===== src/rtl/cas_pkg.sv =====
package cas_pkg;
    localparam int CTL_W   = 8;
    localparam int IDX_W   = $clog2(CTL_W);
    localparam int LINES   = 2 * CTL_W;
    localparam int LINE_W  = $clog2(LINES);
    localparam int CASC_IN = 2;
    localparam int SPUR_IN = CTL_W - 1;
    localparam int VEC_W   = 8;
    localparam int OP_W    = 3;

    typedef enum logic [OP_W-1:0] {
        OP_ACK     = 3'd0,
        OP_POLL_M  = 3'd1,
        OP_POLL_S  = 3'd2,
        OP_STATUS  = 3'd3,
        OP_RD_M    = 3'd4,
        OP_RD_S    = 3'd5,
        OP_CLR_SEL = 3'd6,
        OP_EOI     = 3'd7
    } op_e;

    typedef enum logic [1:0] {
        S_IDLE   = 2'd0,
        S_FIRST  = 2'd1,
        S_SECOND = 2'd2,
        S_RESP   = 2'd3
    } seq_e;
endpackage


===== src/rtl/cas_req_bank.sv =====
module cas_req_bank #(
    parameter int W = 8
) (
    input  logic         clk,
    input  logic         rst_n,
    input  logic [W-1:0] lines,
    input  logic [W-1:0] lvl,
    input  logic [W-1:0] casc_set,
    input  logic [W-1:0] set_isr,
    input  logic [W-1:0] clr_irr,
    input  logic [W-1:0] clr_isr,
    output logic [W-1:0] irr,
    output logic [W-1:0] isr
);
    logic [W-1:0] last_q;
    logic [W-1:0] irr_n;
    logic [W-1:0] isr_n;

    always_comb begin
        for (int i = 0; i < W; i++) begin
            if (lvl[i]) begin
                irr_n[i] = lines[i];
            end else begin
                irr_n[i] = irr[i] | (lines[i] & ~last_q[i]);
            end
        end
        irr_n = (irr_n | casc_set) & ~clr_irr;
        isr_n = (isr | set_isr) & ~clr_isr;
    end

    always_ff @(posedge clk) begin
        if (!rst_n) begin
            last_q <= '0;
            irr    <= '0;
            isr    <= '0;
        end else begin
            last_q <= lines;
            irr    <= irr_n;
            isr    <= isr_n;
        end
    end


    isr_clear_chk: assert property (@(posedge clk) disable iff (!rst_n)
        (clr_isr != '0) |=> ((isr & $past(clr_isr)) == '0))
        else $error("in-service bit survived a clear");
endmodule


===== src/rtl/cas_prio.sv =====
module cas_prio #(
    parameter int W  = 8,
    localparam int IW = $clog2(W)
) (
    input  logic [W-1:0]  irr,
    input  logic [W-1:0]  imr,
    input  logic [W-1:0]  isr,
    input  logic [W-1:0]  ign,
    output logic          has_win,
    output logic [IW-1:0] win_idx
);
    logic [W-1:0]  req;
    logic [W-1:0]  svc;
    logic [IW-1:0] svc_idx;

    function automatic logic [IW-1:0] low_idx(input logic [W-1:0] v);
        logic [IW-1:0] r;
        r = '0;
        for (int i = W - 1; i >= 0; i--) begin
            if (v[i]) r = IW'(i);
        end
        return r;
    endfunction

    always_comb begin
        req     = irr & ~imr;
        svc     = isr & ~ign;
        win_idx = low_idx(req);
        svc_idx = low_idx(svc);
        has_win = (req != '0) && ((svc == '0) || (win_idx < svc_idx));
    end
endmodule


===== src/rtl/cas_ack_seq.sv =====
module cas_ack_seq
    import cas_pkg::*;
(
    input  logic              clk,
    input  logic              rst_n,
    input  logic [LINES-1:0]  irq_lines,
    input  logic [LINES-1:0]  trig_lvl,
    input  logic [CTL_W-1:0]  imr_m,
    input  logic [CTL_W-1:0]  imr_s,
    input  logic [VEC_W-1:0]  base_m,
    input  logic [VEC_W-1:0]  base_s,
    input  logic              nested_m,
    input  logic              req_valid,
    input  logic [OP_W-1:0]   req_op,
    input  logic [LINE_W-1:0] req_line,
    output logic              resp_valid,
    output logic [VEC_W-1:0]  resp_data,
    output logic              int_out
);
    localparam logic [CTL_W-1:0] CASC_BIT = CTL_W'(1) << CASC_IN;
    localparam logic [IDX_W-1:0] SPUR_IDX = IDX_W'(SPUR_IN);
    localparam int               HI_W     = VEC_W - IDX_W;

    seq_e state, state_n;
    op_e  op_q;
    logic [LINE_W-1:0] line_q;
    logic [VEC_W-1:0]  data_q;
    logic              second_q;
    logic              rsel_m;
    logic              fwd;

    logic [CTL_W-1:0] irr_a     [2];
    logic [CTL_W-1:0] isr_a     [2];
    logic [CTL_W-1:0] lvl_a     [2];
    logic [CTL_W-1:0] set_isr_a [2];
    logic [CTL_W-1:0] clr_irr_a [2];
    logic [CTL_W-1:0] clr_isr_a [2];
    logic [1:0]       has_a;
    logic [IDX_W-1:0] idx_a     [2];

    assign fwd = has_a[1] && (state == S_IDLE || state == S_RESP);

    for (genvar g = 0; g < 2; g++) begin : g_ctl
        logic [CTL_W-1:0] lines_g, casc_g, ign_g, imr_g;
        if (g == 0) begin : g_pri
            assign lines_g  = irq_lines[CTL_W-1:0] & ~CASC_BIT;
            assign lvl_a[g] = trig_lvl[CTL_W-1:0] & ~CASC_BIT;
            assign casc_g   = fwd ? CASC_BIT : '0;
            assign ign_g    = nested_m ? CASC_BIT : '0;
            assign imr_g    = imr_m;
        end else begin : g_sec
            assign lines_g  = irq_lines[LINES-1:CTL_W];
            assign lvl_a[g] = trig_lvl[LINES-1:CTL_W];
            assign casc_g   = '0;
            assign ign_g    = '0;
            assign imr_g    = imr_s;
        end

        cas_req_bank #(.W(CTL_W)) u_bank (
            .clk      (clk),
            .rst_n    (rst_n),
            .lines    (lines_g),
            .lvl      (lvl_a[g]),
            .casc_set (casc_g),
            .set_isr  (set_isr_a[g]),
            .clr_irr  (clr_irr_a[g]),
            .clr_isr  (clr_isr_a[g]),
            .irr      (irr_a[g]),
            .isr      (isr_a[g])
        );

        cas_prio #(.W(CTL_W)) u_prio (
            .irr     (irr_a[g]),
            .imr     (imr_g),
            .isr     (isr_a[g]),
            .ign     (ign_g),
            .has_win (has_a[g]),
            .win_idx (idx_a[g])
        );
    end

    // state register
    always_ff @(posedge clk) begin
        if (!rst_n) state <= S_IDLE;
        else        state <= state_n;
    end

    always_comb begin
        state_n = state;
        unique case (state)
            S_IDLE:   if (req_valid) state_n = S_FIRST;
            S_FIRST:  state_n = S_SECOND;
            S_SECOND: state_n = S_RESP;
            S_RESP:   state_n = S_IDLE;
        endcase
    end

    // strobes into the two controller banks
    always_comb begin
        for (int g = 0; g < 2; g++) begin
            set_isr_a[g] = '0;
            clr_irr_a[g] = '0;
            clr_isr_a[g] = '0;
        end
        if (state == S_FIRST) begin
            unique case (op_q)
                OP_ACK: if (has_a[0]) begin
                    set_isr_a[0][idx_a[0]] = 1'b1;
                    if (!lvl_a[0][idx_a[0]]) clr_irr_a[0][idx_a[0]] = 1'b1;
                end
                OP_POLL_M, OP_STATUS: if (has_a[0]) begin
                    clr_irr_a[0][idx_a[0]] = 1'b1;
                    clr_isr_a[0][idx_a[0]] = 1'b1;
                end
                OP_POLL_S: if (has_a[1]) begin
                    clr_irr_a[1][idx_a[1]] = 1'b1;
                    clr_isr_a[1][idx_a[1]] = 1'b1;
                    clr_irr_a[0][CASC_IN]  = 1'b1;
                    clr_isr_a[0][CASC_IN]  = 1'b1;
                end
                OP_EOI: clr_isr_a[line_q[LINE_W-1]][line_q[IDX_W-1:0]] = 1'b1;
                default: ;
            endcase
        end else if (state == S_SECOND && second_q) begin
            unique case (op_q)
                OP_ACK: if (has_a[1]) begin
                    set_isr_a[1][idx_a[1]] = 1'b1;
                    if (!lvl_a[1][idx_a[1]]) clr_irr_a[1][idx_a[1]] = 1'b1;
                end
                OP_STATUS: if (has_a[1]) begin
                    clr_irr_a[1][idx_a[1]] = 1'b1;
                    clr_isr_a[1][idx_a[1]] = 1'b1;
                    clr_irr_a[0][CASC_IN]  = 1'b1;
                    clr_isr_a[0][CASC_IN]  = 1'b1;
                end
                default: ;
            endcase
        end
    end

    // command datapath
    always_ff @(posedge clk) begin
        if (!rst_n) begin
            op_q     <= OP_ACK;
            line_q   <= '0;
            data_q   <= '0;
            second_q <= 1'b0;
            rsel_m   <= 1'b0;
        end else begin
            unique case (state)
                S_IDLE: if (req_valid) begin
                    op_q   <= op_e'(req_op);
                    line_q <= req_line;
                end
                S_FIRST: begin
                    second_q <= (op_q == OP_ACK || op_q == OP_STATUS)
                                && has_a[0] && (idx_a[0] == IDX_W'(CASC_IN));
                    unique case (op_q)
                        OP_ACK:
                            data_q <= {base_m[VEC_W-1:IDX_W],
                                       has_a[0] ? idx_a[0] : SPUR_IDX};
                        OP_POLL_M, OP_STATUS:
                            data_q <= {HI_W'(0), has_a[0] ? idx_a[0] : SPUR_IDX};
                        OP_POLL_S:
                            data_q <= {HI_W'(0), has_a[1] ? idx_a[1] : SPUR_IDX};
                        OP_RD_M:
                            data_q <= rsel_m ? isr_a[0] : irr_a[0];
                        OP_RD_S:
                            data_q <= irr_a[1];
                        OP_CLR_SEL: begin
                            data_q <= '0;
                            rsel_m <= 1'b0;
                        end
                        OP_EOI:
                            data_q <= '0;
                    endcase
                end
                S_SECOND: begin
                    if (second_q && op_q == OP_ACK) begin
                        data_q <= {base_s[VEC_W-1:IDX_W],
                                   has_a[1] ? idx_a[1] : SPUR_IDX};
                    end
                    if (second_q && op_q == OP_STATUS) begin
                        data_q <= VEC_W'(has_a[1] ? idx_a[1] : SPUR_IDX)
                                  + VEC_W'(CTL_W);
                    end
                    if (op_q == OP_STATUS) rsel_m <= 1'b1;
                end
                S_RESP: ;
            endcase
        end
    end

    // outputs
    always_comb begin
        resp_valid = (state == S_RESP);
        resp_data  = data_q;
        int_out    = has_a[0];
    end


    latency_chk: assert property (@(posedge clk) disable iff (!rst_n)
        (state == S_IDLE && req_valid) |=> ##2 resp_valid)
        else $error("response not on the third edge");


    resp_pulse_chk: assert property (@(posedge clk) disable iff (!rst_n)
        resp_valid |=> !resp_valid)
        else $error("response strobe longer than one cycle");


    cascade_chk: assert property (@(posedge clk) disable iff (!rst_n)
        (has_a[1] && state == S_IDLE) |=> irr_a[0][CASC_IN])
        else $error("secondary request not forwarded");


    spur_chk: assert property (@(posedge clk) disable iff (!rst_n)
        (state == S_FIRST && op_q == OP_ACK && !has_a[0])
        |=> (resp_data[IDX_W-1:0] == SPUR_IDX))
        else $error("missing spurious vector");


    rsel_chk: assert property (@(posedge clk) disable iff (!rst_n)
        (state == S_SECOND && op_q == OP_STATUS) |=> rsel_m)
        else $error("status read did not set read-select");


    int_chk: assert property (@(posedge clk) disable iff (!rst_n)
        int_out |-> ((irr_a[0] & ~imr_m) != '0))
        else $error("interrupt without unmasked request");
endmodule


===== config.mk =====
export PLATFORM = sky130hd
export DESIGN_NAME = cas_ack_seq
export DESIGN_NICKNAME = d
export VERILOG_FILES = /design/src/rtl/cas_pkg.sv /design/src/rtl/cas_req_bank.sv /design/src/rtl/cas_prio.sv /design/src/rtl/cas_ack_seq.sv
export SDC_FILE = /design/constraint.sdc
export NUM_CORES = 1
export LEC_CHECK = 0
export BUFFER_PORTS_ARGS = -buffer_cell sky130_fd_sc_hd__buf_2
export CORE_ASPECT_RATIO = 2
export CORE_MARGIN = 2
export CORE_UTILIZATION = 40
export DETAILED_ROUTE_END_ITERATION = 8
export GPL_TIMING_DRIVEN = 0
export PLACE_DENSITY = 0.62
export SETUP_SLACK_MARGIN = 0.05
export SLEW_MARGIN = 20
export SYNTH_ARGS = -nofsm -noshare
export SYNTH_HDL_FRONTEND = slang
export SYNTH_SLANG_ARGS = --single-unit

===== constraint.sdc =====
create_clock -name clk -period 2.9 [get_ports clk]
set_input_delay 0.58 -clock clk [delete_from_list [all_inputs] [get_ports clk]]
set_output_delay 0.58 -clock clk [all_outputs]
set_load 0.01 [all_outputs]

* Word-level counts from Yosys, hierarchy flattened
Cells that the tools add are included.
** Storage, ports and cells
- Register bits after elaboration :: 66
- Bits of input ports :: 75
- Output and inout bits :: 10
- Word-level logic and storage cells :: 237
** Cells by class
- Add/subtract/negate cells :: 1
- $lt $le $gt $ge :: 10
- Eq/ne operators :: 15
- Muxes and demuxes :: 108
- Bitwise operators :: 63
- Reductions and logical operators :: 28
** Operators by type and width (number)
- two-way mux 8 bit :: 21
- two-way mux 3 bit :: 37
- bitwise AND 8 bit :: 7
- NOT 8 bit :: 6
- one-hot mux 8 bit (2 select lines) :: 3
- one-hot mux 8 bit (6 select lines) :: 1
- two-way mux 1 bit :: 27
- one-hot mux 5 bit (2 select lines) :: 2
- zero test 8 bit :: 2
- OR 8 bit :: 2
- nonzero test 8 bit :: 2
- bitwise AND 1 bit :: 15
- NOT 1 bit :: 15
- OR 1 bit :: 15
- equality test 3 bit, second input constant :: 4
- logical AND 1 bit :: 12
- less-than comparator 3 x 4 -> 1 bit, second input constant :: 3
- two-way mux 5 bit :: 2
- demux 1 bit (select 3 bit) :: 3
- equality test 3 x 2 -> 1 bit, second input constant :: 3
- >= comparator 3 x 1 -> 1 bit, second input constant :: 3
- demux 8 bit (select 1 bit) :: 1
- NOT 3 -> 8 bit :: 1
- OR 8 x 3 -> 8 bit :: 1
- other kinds (24) :: 37

* Longest topological paths before layout
- Word-level depth :: 21
- Mapped depth :: 13
- Mapped depth without buffers :: 12

* By module
A second synthesis with hierarchy kept.
** Second synthesis, totals
- Cells, all modules :: 565
- Area total of the unflattened synthesis :: 4834.6 sq um
** By module, submodules not included
- cas_req_bank :: times used 2, cells an instance 82, area each 1034.7 sq um, sequential area each 480.5 sq um
- cas_ack_seq :: times used 1, cells an instance 291, area each 2047.0 sq um, sequential area each 380.4 sq um
- cas_prio :: times used 2, cells an instance 55, area each 359.1 sq um, sequential area each 0.0 sq um

* Worst setup path before layout
Ideal clock, no wire load.
- Path type :: input to register
- From :: input port imr_s[3]
- To :: register g_ctl[1].u_bank.isr[4]
- Setup time :: 0.114 ns
- Data arrival time :: 2.698 ns
- Data required time :: 2.786 ns
- Setup slack :: 0.087 ns
- Cell stages on the path :: 12
- Buffers on the path :: 0
- Cell sequence :: and2b_1 -> nand2b_1 -> nor2_1 -> o21a_1 -> ha_1 -> a21oi_1 -> inv_1 -> a41oi_1 -> o21ai_0 -> nor2_1 -> a21oi_1 -> a2111oi_0
** Between the ends
- Word-level cells in the longest chain between the ends :: 16
- Elaborated cells between the ends (all ways) :: 26
- Those cells by class :: order compare: 3; mux: 14; bitwise: 5; reduce/logical: 4
** Ends and longest elaborated chain
- start: declaration :: RTL line cas_ack_seq.sv:9 : input logic [CTL_W-1:0] imr_s,
- NOT 8 bit * :: RTL line cas_prio.sv:26 : req = irr & ~imr;
- bitwise AND 8 bit * :: RTL line cas_prio.sv:26
- two-way mux 3 bit (4 in a row) :: RTL line cas_prio.sv:20 : if (v[i]) r = IW'(i);
- less-than comparator 3 x 4 -> 1 bit (not written as such) or >= comparator 3 x 1 -> 1 bit (tied branches) :: RTL line cas_ack_seq.sv:117, cas_ack_seq.sv:127, cas_ack_seq.sv:132
- logical AND 1 bit (not written as such) :: RTL line cas_ack_seq.sv:117, cas_ack_seq.sv:127, cas_ack_seq.sv:132
- two-way mux 1 bit (not written as such) :: RTL line cas_ack_seq.sv:117, cas_ack_seq.sv:127, cas_ack_seq.sv:132
- demux 1 bit (select 3 bit) :: RTL line cas_ack_seq.sv:117, cas_ack_seq.sv:127, cas_ack_seq.sv:132
- two-way mux 8 bit * :: RTL line cas_ack_seq.sv:115, cas_ack_seq.sv:126, cas_ack_seq.sv:130
- two-way mux 8 bit :: RTL line cas_ack_seq.sv:125 : unique case (op_q)
- two-way mux 8 bit :: RTL line cas_ack_seq.sv:124 : end else if (state == S_SECOND && second_q) begin
- two-way mux 8 bit :: RTL line cas_ack_seq.sv:105 : if (state == S_FIRST) begin
- OR 8 bit or NOT 8 bit (tied branches) :: RTL line cas_req_bank.sv:28 : isr_n = (isr | set_isr) & ~clr_isr;
- bitwise AND 8 bit * :: RTL line cas_req_bank.sv:28
- end signal: assignment :: RTL line cas_req_bank.sv:39 : isr <= isr_n;
- end: declaration :: RTL line cas_req_bank.sv:13 : output logic [W-1:0] isr
Every way passes the cells marked *; elsewhere a longest branch is shown, timed or not.
A chain may end at the register's enable or synchronous reset.

* Worst setup path in the final report
- From :: register g_ctl[0].u_bank.irr[4]
- To :: output port int_out
** Between the ends
- Word-level cells in the longest chain between the ends :: 9
- Elaborated cells between the ends (all ways) :: 10
- Those cells by class :: order compare: 1; mux: 5; bitwise: 1; reduce/logical: 3
** Ends and longest elaborated chain
- start: declaration :: RTL line cas_req_bank.sv:12 : output logic [W-1:0] irr,
- start signal: assignment :: RTL line cas_req_bank.sv:38 : irr <= irr_n;
- bitwise AND 8 bit * :: RTL line cas_prio.sv:26
- two-way mux 3 bit (5 in a row) :: RTL line cas_prio.sv:20
- less-than comparator 3 bit :: RTL line cas_prio.sv:30 : has_win = (req != '0) && ((svc == '0) || (win_idx < svc_idx));
- logical OR 1 bit :: RTL line cas_prio.sv:30
- logical AND 1 bit * :: RTL line cas_prio.sv:30
- end: declaration :: RTL line cas_ack_seq.sv:18 : output logic int_out
Marked as above.

==> results.cfg <==
[status]
status = complete, no violations

[route]
antenna_violating_nets_post_route = 0
drt-vias-per-instance = 5.918
number_of_drc_markers_after_the_initial_detailed_route_iteration = 420
drt-pass1-iter-count = 7
route.vias.total = 4616
drt-total-wl_um = 15010
detail_route.wl_per_cell_um = 19.24
detail_route.drc_violations = 0

[synth]
post-synth-top-count-cell = sky130_fd_sc_hd__dfxtp_1
yosys.area.top_type = sky130_fd_sc_hd__dfxtp_1
yosys_warnings = 0
synth_enable_flop_cells = 0
asyncSetResetFlopFracSynth = 0
yosys.area.top_type_share = 0.3237
yosysUniqueCellTypes = 59
average_instance_area_after_synthesis_um2 = 7.475
syn_area_mm2 = 0.004081
synth_area_leaders = sky130_fd_sc_hd__dfxtp_1 (32%), sky130_fd_sc_hd__a21oi_1 (6.3%), sky130_fd_sc_hd__nand2_1 (5.3%)
postSynthCellCount = 546
seq_area_frac_synth = 0.3237
synthFlopType = sky130_fd_sc_hd__dfxtp_1
synthTopCellsByCount = sky130_fd_sc_hd__dfxtp_1 (66), sky130_fd_sc_hd__nand2_1 (58), sky130_fd_sc_hd__a21oi_1 (51)
postSynthRegisterBits = 66
synthesis.nets = 630

[floorplanning]
core-area_mm2 = 0.01002
die_area_mm2 = 0.01108
starting_density_of_the_core = 0.4073
chipWidth_um = 75.43
rows = 52
ios = 85
vert_die_dim_um = 146.9

[hold_path]
kind_of_path_behind_the_tightest_hold_check = in -> reg
whs_endpoint = g_ctl[0].u_bank.last_q[6]$_SDFF_PN0_
min_delay_path_depth = 2
holdCritStartpoint = irq_lines[6]

[worst_setup_path]
terminus_of_the_critical_flop_to_flop_path = g_ctl[1].u_bank.isr[6]$_SDFF_PN0_
critical_path.most_common_cell = sky130_fd_sc_hd__a21oi_2
crit_path_end_kind = output port
crit_type = reg -> out
critical_path.n_buffers_inverters = 1
max_stage_delay_ps = 320
largest_delay_share_family_worst_path = compound AO/OA/AOI/OAI gates
cpMaxStageDelayCell = sky130_fd_sc_hd__dfxtp_2
worstPathCellList = nor2b_4 > or2_4 > nor2_4 > nor2_2 > ha_1 > a211oi_2 > o21a_1 > a21oi_2 > a21oi_2 > buf_2
worst-endpoint-arrival_ps = 2320
internal_reg_to_reg_setup_slack_ps = 170
critPathLaunchType = flip-flop
cp_required_ps = 2320
worst_r2r_startpoint = g_ctl[1].u_bank.irr[3]$_SDFF_PN0_
worst-r2r-cell-count = 12
critPathMaxFanout = 3

[clock_network]
worst_setup_hold_path_clk_slew_ps = 60
cts.sinks = 66
postCtsHoldBufs = 0
clock_tree.buffer_depth = 2
clock_root_buffer = sky130_fd_sc_hd__clkbuf_16
ctsHtreeMaxLevel = 3
clk_latency_ps = 340
cts_buffers = 9
cts_tree = built

[finish]
drive_above_1_share = 0.2481
area_growth_pct = 27.90
final_cells = 780
layout.nets = 724
post-route-util = 0.5210
num_antenna_cells = 0

[sta]
worst_slew_pin_slew_ps = 783.6
finalCritPeriodShare = 0.9996
slew-limit-headroom = 0.4776
rsz0062_at_grt = yes
hold_viol_final = 0
max_clock_freq_mhz = 345.0
post-route-min-period_ps = 2899
slew_viol_final = 0
setup_viol = 0
final.setup.tns_ps = 0
worst_clock_skew_ps = 5.797

[pwr]
power.ir.vdd_worst_v = 0.0003350
pwr_density_cell_mw_per_mm2 = 702.5
power.static_leakage_nw = 2.071

[placed_design]
dp.final_hpwl_um = 11500
dp.cells = 755
port_buffers = 74
place_congestion = 0.9254

[global_route]
antenna_found_initial = 0
globalRouteTotalUtil = 0.2758
grt_max_degree = 13
grt_first_pass_wirelength_um = 22780
grt_pass1_vias = 4575
grt_remaining_overflow = 0

[run]
timing.max_cap.violations = 0
-- worst max path at each step --
stage,cells past startpoint,startpoint,endpoint
floorplan,12,imr_s[3],g_ctl[1].u_bank.isr[4]$_SDFF_PN0_
global placement,13,imr_m[0],g_ctl[0].u_bank.isr[5]$_SDFF_PN0_
detailed placement,13,imr_s[3],g_ctl[1].u_bank.isr[4]$_SDFF_PN0_
CTS,10,g_ctl[0].u_bank.irr[5]$_SDFF_PN0_,int_out
global route,10,g_ctl[0].u_bank.irr[4]$_SDFF_PN0_,int_out
finish,10,g_ctl[0].u_bank.irr[4]$_SDFF_PN0_,int_out
-- worst reg2reg max path: cells and delay by family (launching register included) --
kind	cells	cell delay [ps]
AOI/OAI and AO/OA	6	1020
adders and majority gates	1	270
buffers and inverters	1	80
DFF	1	340
and+or+nand+nor	4	930
-- power by group --
part / total, mW / leakage [nW] / switching (mW) / internal [mW]
clock network: 1.19 / 0.151 / 0.439 / 0.751
logic: 1.37 / 1.38 / 0.880 / 0.486
registers: 1.11 / 0.544 / 0.0924 / 1.02
total: 3.67 / 2.07 / 1.41 / 2.26
-- repair_timing --
item                       4_1_cts  5_1_grt
setup buffers                    7        2
hold endpoints to repair         0        0
gates resized for setup         35       26
gates cloned                     0        0
setup endpoints to repair       27       14
pin swaps                        8        6
-- state kept, by name (all words and copies together), names as in the netlist --
register,cells
g_ctl.u_bank.irr,16
g_ctl.u_bank.isr,16
g_ctl.u_bank.last_q,15
line_q,4
op_q,3
resp_data,8
rsel_m,1
second_q,1
state,2
-- layer usage --
metal | vias up | global-route usage | share of wire
li1 | 2168 | - | -
met1 | 2189 | 0.2656 | 0.34
met2 | 183 | 0.4904 | 0.54
met3 | 76 | 0.05761 | 0.039
met4 | 0 | 0.1904 | 0.080
met5 | - | 0 | 0
-- final cells by class --
type | count | area (µm²)
clock inverter | 7 | 93.84
fill | 1064 | 4800
inverter | 33 | 123.9
clock buffer | 9 | 225.2
timing repair buffer | 83 | 437.9
multi-input combinational | 424 | 2758
buffer | 23 | 87.58
tap | 135 | 168.9
sequential | 66 | 1325
-- stage by stage --
step	power [mW]	instance area, µm²	hold slack, ps	worst slack [ps]
2_1_floorplan	1.936	4081	458.3	87.38
3_3_place_gp	2.337	4621	474.6	-543.4
3_5_place_dp	2.362	4621	485.5	-639.0
4_1_cts	3.608	5107	440.7	50.05
5_1_grt	3.854	5220	445.7	-117.3
6_report	3.667	5220	442.2	1.299
-- cell families (layout without fill, tap and decap cells) --
kind of cell               Yosys count  in the layout  synth area share
AOI/OAI and AO/OA                  187            187            0.3050
xor gates and xnor gates             1              1          0.002146
adders and majority gates            9              9           0.02759
buffers and inverters               56            155           0.05181
DFF                                 66             66            0.3237
muxes                                7              7           0.02054
and+or+nand+nor                    220            220            0.2692
-- placed cells by master (no fill, tap or decap), drive strengths merged, types with 3 or more instances in the layout --
| master | instances |
|---|---|
| a21o | 5 |
| inv | 33 |
| o22ai | 9 |
| dfxtp | 66 |
| buf | 85 |
| nor3 | 21 |
| a2111oi | 5 |
| clkbuf | 30 |
| o311ai | 3 |
| nor2b | 13 |
| nand2b | 30 |
| ha | 9 |
| nor4 | 4 |
| o211ai | 5 |
| a211oi | 15 |
| nand2 | 58 |
| mux2i | 5 |
| and2 | 17 |
| a311oi | 7 |
| nand3 | 15 |
| o31ai | 6 |
| a21oi | 51 |
| o21ai | 42 |
| a22oi | 3 |
| a21boi | 6 |
| or2 | 3 |
| a221oi | 11 |
| nor2 | 49 |
| clkinv | 3 |
| o21a | 4 |
| a41oi | 3 |
| or3 | 3 |
Power figures use the tool's default switching activity.
